==> src/rtl/gid_pkg.sv <==
`timescale 1ns/1ps
package gid_pkg;
  localparam int unsigned ADDR_W = 12;

  // Byte offsets, kept where software decodes them
  localparam logic [ADDR_W-1:0] OFS_TRIG = 12'h404;
  localparam logic [ADDR_W-1:0] OFS_DUAL = 12'h408;
  localparam logic [ADDR_W-1:0] OFS_POL  = 12'h40C;
  localparam logic [ADDR_W-1:0] OFS_EN   = 12'h410;
  localparam logic [ADDR_W-1:0] OFS_RAW  = 12'h414;
  localparam logic [ADDR_W-1:0] OFS_MSK  = 12'h418;
  localparam logic [ADDR_W-1:0] OFS_CLR  = 12'h41C;

  localparam int unsigned NUM_CFG = 4;

  typedef enum logic [1:0] {
    CFG_TRIG = 2'd0,
    CFG_DUAL = 2'd1,
    CFG_POL  = 2'd2,
    CFG_EN   = 2'd3
  } cfg_idx_e;

  // Offset of configuration word k (word-spaced from the first)
  function automatic logic [ADDR_W-1:0] cfg_offset(input int unsigned k);
    return OFS_TRIG + ADDR_W'(4 * k);
  endfunction

  // Edge hit for one pin given current and previous samples
  function automatic logic edge_seen(input logic cur, input logic prev,
                                     input logic dual, input logic rise_sel);
    logic up;
    logic dn;
    up = cur & ~prev;
    dn = ~cur & prev;
    if (dual) return up | dn;
    return rise_sel ? up : dn;
  endfunction

  // Level activity for one pin: active when it matches the polarity
  function automatic logic level_active(input logic cur, input logic hi_sel);
    return ~(cur ^ hi_sel);
  endfunction
endpackage

==> src/rtl/gid_cfg_regs.sv <==
`timescale 1ns/1ps
module gid_cfg_regs
  import gid_pkg::*;
#(
  parameter int unsigned PINS = 8
) (
  input  logic              clk,
  input  logic              rst_n,
  input  logic              wr_stb,
  input  logic [ADDR_W-1:0] addr,
  input  logic [PINS-1:0]   wdata,
  output logic [PINS-1:0]   trig_q,
  output logic [PINS-1:0]   dual_q,
  output logic [PINS-1:0]   pol_q,
  output logic [PINS-1:0]   en_q,
  output logic [PINS-1:0]   clr_pls
);
  logic [PINS-1:0] cfg_q [NUM_CFG];

  for (genvar k = 0; k < NUM_CFG; k++) begin : g_cfg
    logic hit;
    assign hit = wr_stb && (addr == cfg_offset(k));
    always_ff @(posedge clk or negedge rst_n) begin
      if (!rst_n)   cfg_q[k] <= '0;
      else if (hit) cfg_q[k] <= wdata;
    end
  end

  assign trig_q = cfg_q[CFG_TRIG];
  assign dual_q = cfg_q[CFG_DUAL];
  assign pol_q  = cfg_q[CFG_POL];
  assign en_q   = cfg_q[CFG_EN];

  // One-cycle clear strobe, never stored
  assign clr_pls = (wr_stb && (addr == OFS_CLR)) ? wdata : '0;
endmodule

==> src/rtl/gid_pin_detect.sv <==
`timescale 1ns/1ps
module gid_pin_detect
  import gid_pkg::*;
#(
  parameter int unsigned PINS = 8
) (
  input  logic            clk,
  input  logic            rst_n,
  input  logic [PINS-1:0] pin_in,
  input  logic [PINS-1:0] trig_q,
  input  logic [PINS-1:0] dual_q,
  input  logic [PINS-1:0] pol_q,
  input  logic [PINS-1:0] clr_pls,
  output logic [PINS-1:0] edge_hit,
  output logic [PINS-1:0] latch_q,
  output logic [PINS-1:0] raw_stat
);
  logic [PINS-1:0] prev_q;

  for (genvar i = 0; i < PINS; i++) begin : g_pin
    logic lvl_act;
    logic set_now;

    assign edge_hit[i] = edge_seen(pin_in[i], prev_q[i], dual_q[i], pol_q[i]);
    assign lvl_act     = level_active(pin_in[i], pol_q[i]);
    assign set_now     = edge_hit[i] & ~trig_q[i];

    always_ff @(posedge clk or negedge rst_n) begin
      if (!rst_n) begin
        prev_q[i]  <= 1'b0;
        latch_q[i] <= 1'b0;
      end else begin
        prev_q[i]  <= pin_in[i];
        // A fresh edge outranks a clear in the same cycle
        latch_q[i] <= (latch_q[i] & ~clr_pls[i]) | set_now;
      end
    end

    assign raw_stat[i] = trig_q[i] ? lvl_act : latch_q[i];
  end
endmodule

==> src/rtl/gid_read_mux.sv <==
`timescale 1ns/1ps
module gid_read_mux
  import gid_pkg::*;
#(
  parameter int unsigned PINS = 8
) (
  input  logic              rd_en,
  input  logic [ADDR_W-1:0] addr,
  input  logic [PINS-1:0]   trig_q,
  input  logic [PINS-1:0]   dual_q,
  input  logic [PINS-1:0]   pol_q,
  input  logic [PINS-1:0]   en_q,
  input  logic [PINS-1:0]   raw_stat,
  input  logic [PINS-1:0]   msk_stat,
  output logic [PINS-1:0]   rdata
);
  always_comb begin
    rdata = '0;
    if (rd_en) begin
      unique case (addr)
        OFS_TRIG: rdata = trig_q;
        OFS_DUAL: rdata = dual_q;
        OFS_POL:  rdata = pol_q;
        OFS_EN:   rdata = en_q;
        OFS_RAW:  rdata = raw_stat;
        OFS_MSK:  rdata = msk_stat;
        default:  rdata = '0;
      endcase
    end
  end
endmodule

==> src/rtl/gpio_irq_detect.sv <==
`timescale 1ns/1ps
module gpio_irq_detect
  import gid_pkg::*;
#(
  parameter int unsigned PINS = 8
) (
  input  logic              clk,
  input  logic              rst_n,
  input  logic [PINS-1:0]   pin_in,
  input  logic              bus_sel,
  input  logic              bus_wr,
  input  logic [ADDR_W-1:0] bus_addr,
  input  logic [PINS-1:0]   bus_wdata,
  output logic [PINS-1:0]   bus_rdata,
  output logic              irq_out
);
  logic            wr_stb;
  logic            rd_en;
  logic [PINS-1:0] trig_q;
  logic [PINS-1:0] dual_q;
  logic [PINS-1:0] pol_q;
  logic [PINS-1:0] en_q;
  logic [PINS-1:0] clr_pls;
  logic [PINS-1:0] edge_hit;
  logic [PINS-1:0] latch_q;
  logic [PINS-1:0] raw_stat;
  logic [PINS-1:0] msk_stat;

  assign wr_stb = bus_sel & bus_wr;
  assign rd_en  = bus_sel & ~bus_wr;

  gid_cfg_regs #(.PINS(PINS)) cfg_i (
    .clk    (clk),
    .rst_n  (rst_n),
    .wr_stb (wr_stb),
    .addr   (bus_addr),
    .wdata  (bus_wdata),
    .trig_q (trig_q),
    .dual_q (dual_q),
    .pol_q  (pol_q),
    .en_q   (en_q),
    .clr_pls(clr_pls)
  );

  gid_pin_detect #(.PINS(PINS)) det_i (
    .clk     (clk),
    .rst_n   (rst_n),
    .pin_in  (pin_in),
    .trig_q  (trig_q),
    .dual_q  (dual_q),
    .pol_q   (pol_q),
    .clr_pls (clr_pls),
    .edge_hit(edge_hit),
    .latch_q (latch_q),
    .raw_stat(raw_stat)
  );

  assign msk_stat = raw_stat & en_q;
  assign irq_out  = |msk_stat;

  gid_read_mux #(.PINS(PINS)) rd_i (
    .rd_en   (rd_en),
    .addr    (bus_addr),
    .trig_q  (trig_q),
    .dual_q  (dual_q),
    .pol_q   (pol_q),
    .en_q    (en_q),
    .raw_stat(raw_stat),
    .msk_stat(msk_stat),
    .rdata   (bus_rdata)
  );
endmodule

==> config.mk <==
export PLATFORM = sky130hd
export DESIGN_NAME = gpio_irq_detect
export DESIGN_NICKNAME = d
export VERILOG_FILES = /design/src/rtl/gid_pkg.sv /design/src/rtl/gid_cfg_regs.sv /design/src/rtl/gid_pin_detect.sv /design/src/rtl/gid_read_mux.sv /design/src/rtl/gpio_irq_detect.sv
export SDC_FILE = /design/constraint.sdc
export NUM_CORES = 1
export LEC_CHECK = 0
export ABC_AREA = 1
export BUFFER_PORTS_ARGS = -buffer_cell sky130_fd_sc_hd__buf_2
export CAP_MARGIN = 20
export CORE_MARGIN = 5
export CORE_UTILIZATION = 63
export CTS_CLUSTER_SIZE = 10
export DETAILED_ROUTE_END_ITERATION = 10
export HOLD_SLACK_MARGIN = 0.06
export PLACE_DENSITY_LB_ADDON = 0.08
export RECOVER_POWER = 50
export SLEW_MARGIN = 25
export SYNTH_ARGS = -nofsm -noshare
export SYNTH_HDL_FRONTEND = slang
export SYNTH_SLANG_ARGS = --single-unit
==> constraint.sdc <==
create_clock -name clk -period 2.7 [get_ports clk]
set_input_delay 0.135 -clock clk [delete_from_list [all_inputs] [get_ports clk]]
set_output_delay 0.135 -clock clk [all_outputs]
set_load 0.01 [all_outputs]
==> tab_implementation.tex, run 1 <==
\begin{tabular}{lr}
\hline
Metric & Value \\
\hline
\multicolumn{2}{l}{\textbf{Synth}} \\
Net count after synthesis & 455 \\
Proportion of synthesized flip-flops having asynchronous set or reset & 100.0\% \\
List of most frequent post-synthesis cells & nand2\_1 (112), dfrtp\_1 (48), inv\_1 (46) \\
Total standard cell area after synthesis & 3137 um2 \\
Post-synthesis adder-cell area fraction & under 10\% \\
Cell types occupying the most area after synthesis & dfrtp\_1 (38\%), nand2\_1 (13\%), ha\_1 (6.4\%) \\
Top flip-flop cell by instance count after synthesis & dfrtp\_1 \\
Synthesized-area fraction occupied by and/or/nand/nor cells & roughly a third \\
Share of synthesized area occupied by flip-flops and latches & between 30\% and 40\% \\
Largest family of logic cells by synthesized area & simple AND/OR/NAND/NOR gates \\
Distinct cell type count after synthesis & 24 \\
Warning count from the yosys run & 0 \\
Area share of the largest cell type after synthesis & 38.29\% \\
Library cell with the highest instance count after synthesis & nand2\_1 \\
EDFF count, synth & 0 \\
Mean Syn Cell Area & 7.707 um2 \\
Gate Count Post-Synth & 407 \\
Multiplexer share of the synthesized area & 0\% \\
Register bit total from synthesis & 48 \\
Post-synthesis cell type with the largest combined area & dfrtp\_1 \\
Compound-Gate Fraction of Synth Area & 12.60\% \\
Fraction of synthesized cell area in xor and xnor cells & 0\% \\
\multicolumn{2}{l}{\textbf{Critical path}} \\
Critical path fanouts, max & 4 \\
Register-to-register setup slack & 1540 ps \\
Startpoint of the most critical register-to-register path & det\_i.prev\_q[6]\$\_DFF\_PN0\_ \\
Family with the most delay on the worst path & buffers and inverters \\
Required time of the critical path & 2570 ps \\
Kind of end point of the critical path & output pin \\
Crit Reg-Reg Endpoint & det\_i.latch\_q[6]\$\_DFF\_PN0\_ \\
Slowest CP cell & dlygate4sd3\_1 \\
Nature of the critical path startpoint & input pin \\
Data arrival time at the worst-slack endpoint & 1760 ps \\
Reg2Reg Depth & 3 \\
Crit path cell chain & dlygate4sd3\_1 -> clkbuf\_1 -> inv\_1 -> nand2\_1 -> nand2\_1 -> nand2\_1 -> nand3\_1 -> nand4\_1 -> or2\_2 -> buf\_2 \\
Number of buffer and inverter instances along the worst setup path & 4 \\
Type of the worst setup path & input pin to output pin \\
Delay contributed by the slowest stage of the critical path & 530 ps \\
Cell with the most instances on the worst path & nand2\_1 \\
\multicolumn{2}{l}{\textbf{Drt}} \\
Post-route antenna net violation count & 0 \\
Number of vias after detailed routing & 2789 \\
Vias per std cell & 5.333 \\
First DRT Iteration DRCs & 202 \\
Detailed-route wire length per cell & 13.46 um \\
Aggregate routed wire length & 7.040 mm \\
First drt pass iteration count & 5 \\
DRC Markers & 0 \\
\multicolumn{2}{l}{\textbf{Place}} \\
Weighted congestion reported at the end of routability-driven placement & slightly below 0.9 \\
Count of input and output buffers & 40 \\
Total half-perimeter wirelength after legalization and detailed placement & 4.978 mm \\
Placed cell areas & 3352 um2 \\
Worst setup slack before clock tree synthesis & 1096 ps \\
\multicolumn{2}{l}{\textbf{Global route}} \\
Via count of the first global-routing pass & 2513 \\
Global router's overall resource usage & 23.81\% \\
Maximum number of pins on one net before global-route repair & 49 \\
Wire length of the first global-routing pass & 11.94 mm \\
Number of antenna violations at the first check in global routing & 0 \\
Aggregate global routing overflow & 0 \\
\multicolumn{2}{l}{\textbf{Hold path}} \\
HP Class & input pin to register \\
Launch point of the worst hold path & bus\_wdata[6] \\
Hold Crit Depth & 3 \\
Hold path endpoint & cfg\_i.pol\_q[6]\$\_DFFE\_PN0P\_ \\
\multicolumn{2}{l}{\textbf{Timing}} \\
Final critical delay including setup and external delays & roughly 1900 ps \\
Setup repair after global routing missed its margin & no \\
Fin. max-slew vios & 0 \\
Transition time at the pin with the least slew margin & 1196 ps \\
Fin Clk Skew & 1.940 ps \\
Final count of hold timing violations & 0 \\
Remaining max-slew budget at the tightest pin & around 20\% \\
Top achievable clock speed & 0.5275 GHz \\
Share of the clock period used by the worst path after layout & a little over two thirds \\
Count of endpoints failing setup in the final report & 0 \\
Crit path setup slack, layout & 804.2 ps \\
Setup TNS after final layout & 0 ps \\
\multicolumn{2}{l}{\textbf{Cells and area}} \\
Final standard cell utilization of the core & 73.54\% \\
Multi-input logic area & 1673 um2 \\
Summed area of non-filler cells in the final layout & 3520 um2 \\
Layout cells sized above 1 & 17.76\% \\
Filler instances & 397 \\
Final-stage net count & 503 \\
Number of inserted diodes & 0 \\
Signed area change from the synthesized netlist to the final layout & 12.21\% \\
Sequential Area & 1201 um2 \\
\multicolumn{2}{l}{\textbf{Clock network}} \\
Register clock-pin slew on the reported worst setup and hold paths & 80 ps \\
CTS sink cnt & 48 \\
Number of buffers created by CTS & 5 \\
Maximum count of clock buffers along a single path & 2 \\
Setup repair bufs after CTS & 0 \\
Clock tree from TritonCTS & built \\
H-tree Lvls & 2 \\
Clock root buffer master & clkbuf\_8 \\
Clock latency at the later pin of the worst-skew pair & 300 ps \\
\multicolumn{2}{l}{\textbf{Power}} \\
Pwr dens & 371.3 nW/um2 \\
Overall power consumption & 1.307 mW \\
Largest vdd supply drop & between 0.3 and 0.4 mV \\
Static Leak & between 1.5 and 2 nW \\
\multicolumn{2}{l}{\textbf{Floorplan}} \\
I/O pin total & 41 \\
Area enclosed by the die boundary & between 6000 and 7000 um2 \\
Floorplan Core Area & $\sim$4800 um2 \\
Width of the die & between 80 and 90 um \\
Number of standard-cell rows in the floorplan & 25 \\
Chip height & 80.56 um \\
Starting density of the core & between 60\% and 70\% \\
\multicolumn{2}{l}{\textbf{Run}} \\
Number of violations of the max-capacitance limit & 0 \\
\multicolumn{2}{l}{\textbf{Outcome}} \\
Result of the run & complete, no violations \\
\hline
\end{tabular}
[cell type report]
type / count / area share (%)
clock buffers: 8 / 2.560
multi-input cells: 300 / 47.53
repair buffers: 49 / 7.963
flip-flops and latches: 48 / 34.13
well taps: 67 / 2.382
inverters: 51 / 5.439
[sequential cells by signal, indices dropped and copies added (netlist names)]
signal	flops
det_i.latch_q	8
cfg_i.en_q	8
det_i.prev_q	8
cfg_i.pol_q	8
cfg_i.trig_q	8
cfg_i.dual_q	8
[worst max path at each step]
stage | startpoint | end | slack [ps] | cells past startpoint
2_1_floorplan | cfg_i.trig_q[6]$_DFFE_PN0P_ | irq_out | 1380 | 6
3_3_place_gp | bus_addr[7] | bus_rdata[1] | 1110 | 9
3_5_place_dp | bus_addr[7] | bus_rdata[3] | 1100 | 9
4_1_cts | cfg_i.trig_q[6]$_DFFE_PN0P_ | irq_out | 810 | 7
5_1_grt | pin_in[2] | bus_rdata[2] | 630 | 11
6_report | pin_in[7] | irq_out | 800 | 10
[report_power, final]
| part | switching [mW] | internal [mW] |
|---|---|---|
| Combinational | 0.0861 | 0.0505 |
| Sequential | 0.00484 | 0.725 |
| Clock | 0.231 | 0.209 |
| Total | 0.321 | 0.985 |
[timing repair]
action / CTS / global route
gates resized for setup: 0 / 0
hold buffers: 9 / 0
hold endpoints to repair: 56 / 0
endpoints found under the setup margin: 0 / 0
[worst register-to-register path, stage by stage (launching register included)]
cell and delay (ps):
dfrtp_1 400, ha_1 270, a221o_1 360, nand2_1 70
[routing by layer]
metal / track usage, % / vias to the layer above / share of wire (%)
met4: 6.250 / 0 / 1.1
met3: 3.587 / 6 / 5.5
met1: 33.07 / 1287 / 45
li1: - / 1413 / -
met2: 38.82 / 83 / 48
met5: 0 / - / 0
[metrics by stage]
stage / hold WS (ps) / instances
4_1_cts: 140.6 / 523
6_report: 142.7 / 523
3_3_place_gp: 285.9 / 506
2_1_floorplan: -160.6 / 407
3_5_place_dp: 187.6 / 506
5_1_grt: 157.9 / 523
[cell families after synthesis]
family,after synthesis
AND/OR/NAND/NOR,219
AO/OA/AOI/OAI,65
flip-flops,48
adder cells (fa/ha/maj),16
buffers and inverters,59
[placed cells by master, fill, tap and decap left out]
cell             n
dfrtp_1         48
nand4_1          3
nand2_4          1
nor2_1          34
o21ai_0          8
nand3_1         40
a21oi_1         15
nand3_4          5
nor2_8           2
clkbuf_1        10
o21ai_2          8
o21ai_1         26
nand3_2          1
buf_2           31
dlygate4sd3_1    9
nor2_2           4
clkbuf_2         1
nand2_1        112
clkbuf_8         6
ha_1            16
nor2_4           4
a221o_1          8
inv_2            5
or2_2            8
nand2_2          4
inv_1           46
nor3_4           1
No activity file was read; power rests on OpenSTA's default activity.
==> inputs of run 2 (changes only) <==
- CORE_UTILIZATION: 63 -> 58
- clock period: 2.7 -> 1.8 ns (I/O delays scaled with it)
==> run 2 against run 1 <==
  * Final cell count is 3.8% higher
  * Utilization is 2.2 points lower
  * Final area is 4.9% higher
  * Clock skew is 3.8 ps higher
  * Critical path depth is 5 lower
  * Highest routed layer unchanged
  * Routed wire length is 7.2% higher
  * Sequential share of layout area is 1.5 points lower
  * Setup slack worse by 730 ps
==> tab_implementation.tex, run 2 (synthesis results as in run 1) <==
\begin{tabular}{lr}
\hline
Metric & Value \\
\hline
\multicolumn{2}{l}{\textbf{Global route}} \\
Aggregate global routing overflow & 0 (unchanged) \\
Number of antenna violations at the first check in global routing & 0 (unchanged) \\
Global router's overall resource usage & 21.80\% (-2.0 points) \\
Maximum number of pins on one net before global-route repair & 27 (-45\%) \\
Wire length of the first global-routing pass & 12.59 mm (+5.5\%) \\
Via count of the first global-routing pass & 2743 (+9.2\%) \\
\multicolumn{2}{l}{\textbf{Clock network}} \\
Clock latency at the later pin of the worst-skew pair & 300 ps (about the same) \\
Maximum count of clock buffers along a single path & 2 (unchanged) \\
Register clock-pin slew on the reported worst setup and hold paths & 90 ps (about the same) \\
Clock root buffer master & clkbuf\_8 \\
H-tree Lvls & 2 (unchanged) \\
CTS sink cnt & 48 (unchanged) \\
Number of buffers created by CTS & 5 (unchanged) \\
Clock tree from TritonCTS & built \\
\multicolumn{2}{l}{\textbf{Cells and area}} \\
Number of inserted diodes & 0 (unchanged) \\
Filler instances & 440 (+11\%) \\
Final-stage net count & 520 (+3.4\%) \\
Commonest non-fill, non-tap cell in the layout & nand2\_1 \\
Commonest cells after routing, fill and taps aside & nand2\_1 (110), inv\_1 (46), dfrtp\_1 (46), buf\_2 (39), nand3\_1 (37) \\
Multi-input logic area & 1703 um2 (+1.8\%) \\
Signed area change from the synthesized netlist to the final layout & 17.67\% \\
Layout cells sized above 1 & 24.31\% (+6.5 points) \\
Sequential Area & 1204 um2 (+0.21\%) \\
\multicolumn{2}{l}{\textbf{Place}} \\
Total half-perimeter wirelength after legalization and detailed placement & 5.166 mm (+3.8\%) \\
Weighted congestion reported at the end of routability-driven placement & 0.8868 (+2.1\%) \\
Count of input and output buffers & 40 (unchanged) \\
\multicolumn{2}{l}{\textbf{Timing}} \\
Remaining max-slew budget at the tightest pin & 57.07\% (+37 points) \\
Hold\_ws & 108.8 ps (-33.95 ps) \\
Transition time at the pin with the least slew margin & 644.0 ps (-551.7 ps) \\
Fin Clk Skew & 5.702 ps (+3.762 ps) \\
Top achievable clock speed & 0.5807 GHz \\
Final critical delay including setup and external delays & between 1500 and 2000 ps \\
Final count of hold timing violations & 0 (unchanged) \\
Fin. max-slew vios & 0 (unchanged) \\
Count of endpoints failing setup in the final report & 0 (unchanged) \\
Share of the clock period used by the worst path after layout & 95.68\% \\
\multicolumn{2}{l}{\textbf{Drt}} \\
Vias per std cell & 5.302 (-0.58\%) \\
First DRT Iteration DRCs & 114 (-44\%) \\
Post-route antenna net violation count & 0 (unchanged) \\
First drt pass iteration count & 5 (unchanged) \\
Aggregate routed wire length & 7.550 mm (+7.2\%) \\
Detailed-route wire length per cell & 13.90 um (+3.3\%) \\
Number of vias after detailed routing & 2879 (+3.2\%) \\
DRC Markers & 0 (unchanged) \\
\multicolumn{2}{l}{\textbf{Floorplan}} \\
Starting density of the core & 60.64\% (-4.9 points) \\
Floorplan Core Area & 5172 um2 (+8.1\%) \\
Width of the die & 83.54 um (+3.7\%) \\
Area enclosed by the die boundary & 6979 um2 (+7.5\%) \\
Number of standard-cell rows in the floorplan & 26 (+4.0\%) \\
I/O pin total & 41 (unchanged) \\
Chip height & 83.54 um (+3.7\%) \\
\multicolumn{2}{l}{\textbf{Critical path}} \\
Nature of the critical path startpoint & register \\
Data arrival time at the worst-slack endpoint & 1630 ps (-130 ps) \\
Type of the worst setup path & register to output pin \\
Critical path fanouts, max & 5 (+1) \\
Kind of end point of the critical path & output pin \\
Register-to-register setup slack & 660 ps (-880 ps) \\
Required time of the critical path & 1710 ps (-860 ps) \\
\multicolumn{2}{l}{\textbf{Power}} \\
Largest vdd supply drop & 0.4876 mV (+48\%) \\
Overall power consumption & 1.971 mW (+51\%) \\
Pwr dens & 534.1 nW/um2 (+44\%) \\
Static Leak & 1.861 nW (+6.3\%) \\
\multicolumn{2}{l}{\textbf{Outcome}} \\
Result of the run & complete, no violations \\
\multicolumn{2}{l}{\textbf{Run}} \\
Number of violations of the max-capacitance limit & 0 (unchanged) \\
\multicolumn{2}{l}{\textbf{Hold path}} \\
HP Class & input pin to register \\
\hline
\end{tabular}
run 2: cell count changes in the layout (fill, tap and decap cells not counted), sizes merged:
| cell | previous run | this run |
|---|---|---|
| clkbuf | 17 | 10 |
| buf | 31 | 55 |
run 2: worst paths after layout:
| kind | startpoint | to | cells after the start |
|---|---|---|---|
| max | cfg_i.trig_q[4]$_DFFE_PN0P_ | irq_out | 5 |
| min | bus_wdata[6] | cfg_i.pol_q[6]$_DFFE_PN0P_ | 3 |
| max reg2reg | det_i.prev_q[3]$_DFF_PN0_ | det_i.latch_q[3]$_DFF_PN0_ | 3 |
| min reg2reg | det_i.latch_q[4]$_DFF_PN0_ | det_i.latch_q[4]$_DFF_PN0_ | 2 |
| max in group asynchronous | rst_n | cfg_i.pol_q[0]$_DFFE_PN0P_ | 3 |
| min in group asynchronous | rst_n | det_i.prev_q[2]$_DFF_PN0_ | 2 |
run 2: critical path: stages, from the launching register on:
cell and delay [ps]:
dfrtp_1 430, or2_2 320, nand3_1 120, nand4_1 100
or2_4 230, buf_2 140
run 2: stage by stage:
stage | utilization [%] | instances | setup WS, ps | TNS (ps) | area, um2
finish | 71.36 | 543 | 77.79 | 0 | 3691
global route | 71.36 | 543 | -9.196 | -16.56 | 3691
CTS | 69.57 | 533 | 17.90 | 0 | 3598
detailed placement | 65.36 | 511 | 284.9 | 0 | 3381
global placement | 65.36 | 511 | 293.4 | 0 | 3381
floorplan | - | 407 | 522.3 | 0 | 3137
run 2: routing by layer:
layer / GRT usage [%] / routed length [um] / vias to the layer above
li1: - / - / 1457
met1: 29.25 / 3357 / 1336
met2: 36.30 / 3672 / 77
met3: 3.949 / 401 / 9
met4: 5.848 / 119 / 0
met5: 0 / 0 / -
run 2: power by group:
part	switching (mW)	internal (mW)	total, mW
combinational	0.133	0.0812	0.214
clock	0.348	0.314	0.662
sequential	0.00692	1.09	1.09
total	0.488	1.48	1.97
run 2: repair_timing:
action	4_1_cts	5_1_grt
hold buffers	9	0
endpoints found under the hold margin	31	0
gates resized for setup	0	10
pin swaps	0	3
buffers inserted	5	10
setup endpoints to repair	1	6
run 2: area by class of cell:
| type | instances | share of cell area (%) |
|---|---|---|
| clock buffer | 8 | 2.441 |
| inverter | 51 | 5.186 |
| multi-input combinational | 300 | 46.14 |
| tap | 70 | 2.373 |
| sequential | 48 | 32.61 |
| timing repair buffer | 66 | 11.25 |
